### config.mk
export PLATFORM = sky130hd
export DESIGN_NAME = addr_arbiter
export DESIGN_NICKNAME = d
export VERILOG_FILES = /design/src/rtl/addr_arbiter.sv
export SDC_FILE = /design/constraint.sdc
export NUM_CORES = 1
export LEC_CHECK = 0
export BUFFER_PORTS_ARGS = -buffer_cell sky130_fd_sc_hd__buf_2
export CAP_MARGIN = 25
export CORE_AREA = 2 2 39 41
export DETAILED_ROUTE_END_ITERATION = 7
export DIE_AREA = 0 0 41 43
export SLEW_MARGIN = 40
export SYNTH_ARGS = -nofsm -noshare
export SYNTH_HDL_FRONTEND = slang
export SYNTH_SLANG_ARGS = --single-unit
### constraint.sdc
create_clock -name clk -period 1.2 [get_ports clk]
set_clock_uncertainty 0.2 [all_clocks]
set_input_delay 0.06 -clock clk [delete_from_list [all_inputs] [get_ports clk]]
set_output_delay 0.06 -clock clk [all_outputs]
set_load 0.01 [all_outputs]
### src/rtl/addr_arbiter.sv
module addr_arbiter #(
  parameter int N = 2
) (
  input  logic         clk,
  input  logic         rst,
  input  logic [N-1:0] bus_req,
  input  logic         xfer_start,
  input  logic         addr_ack,
  output logic [N-1:0] bus_gnt
);

  localparam int W = (N > 1) ? $clog2(N) : 1;

  logic [W-1:0] owner_q;
  logic [W-1:0] next_owner;
  logic         live_q;
  logic         open_q;
  logic         late_q;
  logic         open_d;

  assign open_d = xfer_start | (open_q & ~addr_ack);

  always_comb begin
    logic found;
    int   idx;
    next_owner = owner_q;
    found      = 1'b0;
    for (int i = 1; i <= N; i++) begin
      idx = int'(owner_q) + i;
      if (idx >= N) idx = idx - N;
      if (!found && bus_req[idx]) begin
        next_owner = W'(idx);
        found      = 1'b1;
      end
    end
  end

  always_ff @(posedge clk) begin
    if (rst) begin
      owner_q <= '0;
      live_q  <= 1'b0;
      open_q  <= 1'b0;
      late_q  <= 1'b0;
    end else begin
      live_q <= 1'b1;
      open_q <= open_d;
      late_q <= ~xfer_start & open_q & ~addr_ack;
      if (!open_d && (|bus_req)) owner_q <= next_owner;
    end
  end

  always_comb begin
    bus_gnt = '0;
    if (live_q && !late_q) bus_gnt[owner_q] = 1'b1;
  end

  p_excl_r1: assert property (@(posedge clk) disable iff (rst)
    $onehot0(bus_gnt));

  p_keep_owner_r3: assert property (@(posedge clk) disable iff (rst)
    (xfer_start && bus_gnt != '0) |=> (bus_gnt == '0 || bus_gnt == $past(bus_gnt)));

  p_late_drop_r4: assert property (@(posedge clk) disable iff (rst)
    (open_q && !xfer_start && !addr_ack) |=> (bus_gnt == '0));

  p_park_r7: assert property (@(posedge clk) disable iff (rst)
    (!open_q && !xfer_start && bus_req == '0 && bus_gnt != '0) |=> (bus_gnt == $past(bus_gnt)));

endmodule

==> run_results.csv <==
group,metric,value,unit
placement,placedInstanceArea,225,sq um
critical_path,arrival,1.23,ns
power_and_ir_drop,peakVddDrop,223,uV
synthesis,seq_area_frac_synth,51.6,%
floorplanning,dieArea,1760,sq um
sta,tightest_slew,0.232,ns
sta,hold_ws,-0.161,ns
synthesis,synth_common_cells,"dfxtp_1, nor2_1, nor3b_1",
critical_path,setup.worst_path.end_class,"register",
placement,gp_congestion,0.669,
drt,ant_nets,0,
final_layout,fillers,156,
grt,grt_max_degree,5,
grt,grt.overflow.total,0,
drt,vias,148,
clock_tree,clkTransAtPathRegs,0.04,ns
critical_path,crit_required,1.17,ns
synthesis,yosysMostFrequentCell,"dfxtp_1",
floorplanning,die_x,41,microns
floorplanning,rows,14,
run,maxCapViolCount,0,
clock_tree,cts_max_level,1,
drt,via_per_inst,3.36,
final_layout,syn2layout_area_growth,74.2,%
critical_path,critPathKind,"reg2reg",
critical_path,crit_family,"simple AND/OR/NAND/NOR gates",
synthesis,ys_top_cells_by_area,"dfxtp_1, nor3b_1, nor2b_4",
power_and_ir_drop,leakage,0.127,nW
synthesis,synth_top_area_share,51.6,%
synthesis,yosys.cell_types.count,10,
sta,finalCriticalPeriod,1.26,ns
synthesis,synthArstFlopShare,0,%
critical_path,cp_slowest_cell,"or4b_4",
placement,port_buffers,7,
sta,rsz0062_at_grt,"true",
synthesis,synth_top_flop_cell,"dfxtp_1",
sta,max-slew-margin-rel,84.3,%
floorplanning,start_util,11.2,%
final_layout,stdcell_area,270,sq um
sta,setup_viol,3,
clock_tree,cts_tree,"built",
synthesis,netlist_area,155,sq um
grt,antenna_found_initial,0,
sta,finalSetupTns,-0.109,ns
critical_path,cp-start-kind,"register",
min_path,hold_class,"in2reg",
drt,drc,0,
sta,hold_viol_final,3,
floorplanning,ios,8,
grt,grt_util_all_layers,5.72,%
drt,postRouteWirelength,353,microns
critical_path,worst-path-max-fanout,2,
synthesis,synth_seq_cells,4,
synthesis,yosysWarnings,0,
status,violations,"hold timing, setup timing",
synthesis,synth_edf_count,0,
power_and_ir_drop,p_per_area,1300,nW/um^2
drt,drt_iter0_markers,1,
clock_tree,clock-sinks,4,
clock_tree,worstSkewPairLatency,0.23,ns
final_layout,diodes,0,
critical_path,cp_cell_sequence,"nor2b_4 -> or4b_4 -> a21oi_2",
floorplanning,core_area,1380,sq um
synthesis,syn_inst,15,
sta,max_freq,0.792,GHz
clock_tree,clock-root-buffer,"clkbuf_4",
clock_tree,holdBufCountCts,1,
status,run_status,"complete, but fails checks",
drt,firstDrtPassIters,2,
clock_tree,cts_made_buffers,3,
synthesis,yosysTopAreaCell,"dfxtp_1",
clock_tree,clockBufferDepth,2,
grt,grt_pass1_vias,170,
critical_path,rrSetupSlack,-0.06,ns
final_layout,final_nets,36,
critical_path,crit_path_max_incr_delay,0.48,ns
critical_path,critPathBufInv,0,
sta,post-route-period-util,105,%
drt,wl_per_cell,8.02,microns
synthesis,synth_area_per_cell,10.3,sq um
final_layout,fin_util,19.5,%
sta,maxSlewViolCount,0,
floorplanning,die_y,43,microns
sta,layout_setup_ws,-0.0630,ns
final_layout,drive_above_1_share,57.1,%
grt,grt_pass1_wl,586,microns
synthesis,syn_nets,21,
-- worst paths after layout --
check | from | endpoint | cells past startpoint
worst max-delay path | open_q | owner_q | 3
worst min-delay path | xfer_start | late_q | 2
worst max register to register | open_q | owner_q | 3
worst min register to register | owner_q | owner_q | 2
-- layout by cell type (no fill, tap or decap), drive strengths merged --
| master | n |
|---|---|
| nand2b | 1 |
| o21ai | 1 |
| nor2b | 1 |
| or4b | 1 |
| and3b | 1 |
| buf | 9 |
| a21oi | 1 |
| inv | 1 |
| nor2 | 2 |
| clkbuf | 3 |
| dfxtp | 4 |
| dlygate4sd3 | 1 |
| nor3b | 2 |
-- power breakdown --
part	leakage [nW]	switching, mW	internal [mW]
sequential	0.0331	0.00271	0.141
clock	0.0138	0.0500	0.112
combinational	0.0797	0.0186	0.0281
-- routing by layer --
metal  GRT usage, %  routed length (microns)  vias up
li1               -                        -       77
met1           4.50                      123       68
met2           7.81                      218        3
met3           1.57                       12        0
met4           10.0                        0        0
met5              0                        0        -
-- repair_timing --
item,4_1_cts,5_1_grt
resized for setup,1,2
endpoints found under the hold margin,4,3
pin swaps,1,0
buffers inserted,0,0
endpoints found under the setup margin,3,3
-- metrics by stage --
step,hold slack (ns),setup slack [ns],instances,power (mW)
finish,-0.161,-0.0630,44,0.352
global route,-0.163,-0.114,44,0.372
CTS,-0.175,-0.0577,44,0.357
detailed placement,0.0603,-0.0498,40,0.185
global placement,0.0601,-0.0422,40,0.184
floorplan,-0.0835,-0.0227,15,0.162
-- flip-flops by register name (all words and copies together), names as in the netlist --
register  cells
live_q        1
owner_q       1
open_q        1
late_q        1
-- area by class of cell --
type | instances | area [sq um] | share of cell area [%]
tap | 16 | 20.0 | 7.41
multi-input combinational | 10 | 83.8 | 31.0
clock buffer | 3 | 22.5 | 8.33
timing repair buffer | 10 | 60.1 | 22.2
inverter | 1 | 3.75 | 1.39
sequential | 4 | 80.1 | 29.6
-- kinds of logic (layout without fill, tap and decap cells) --
logic type             count (synthesis)  in the layout  synth area share (%)
AOI/OAI and AO/OA                      2              2                  6.45
buffers and inverters                  1             14                  2.42
DFF                                    4              4                  51.6
and+or+nand+nor                        8              8                  39.5
No activity file was read; power rests on OpenSTA's default activity.
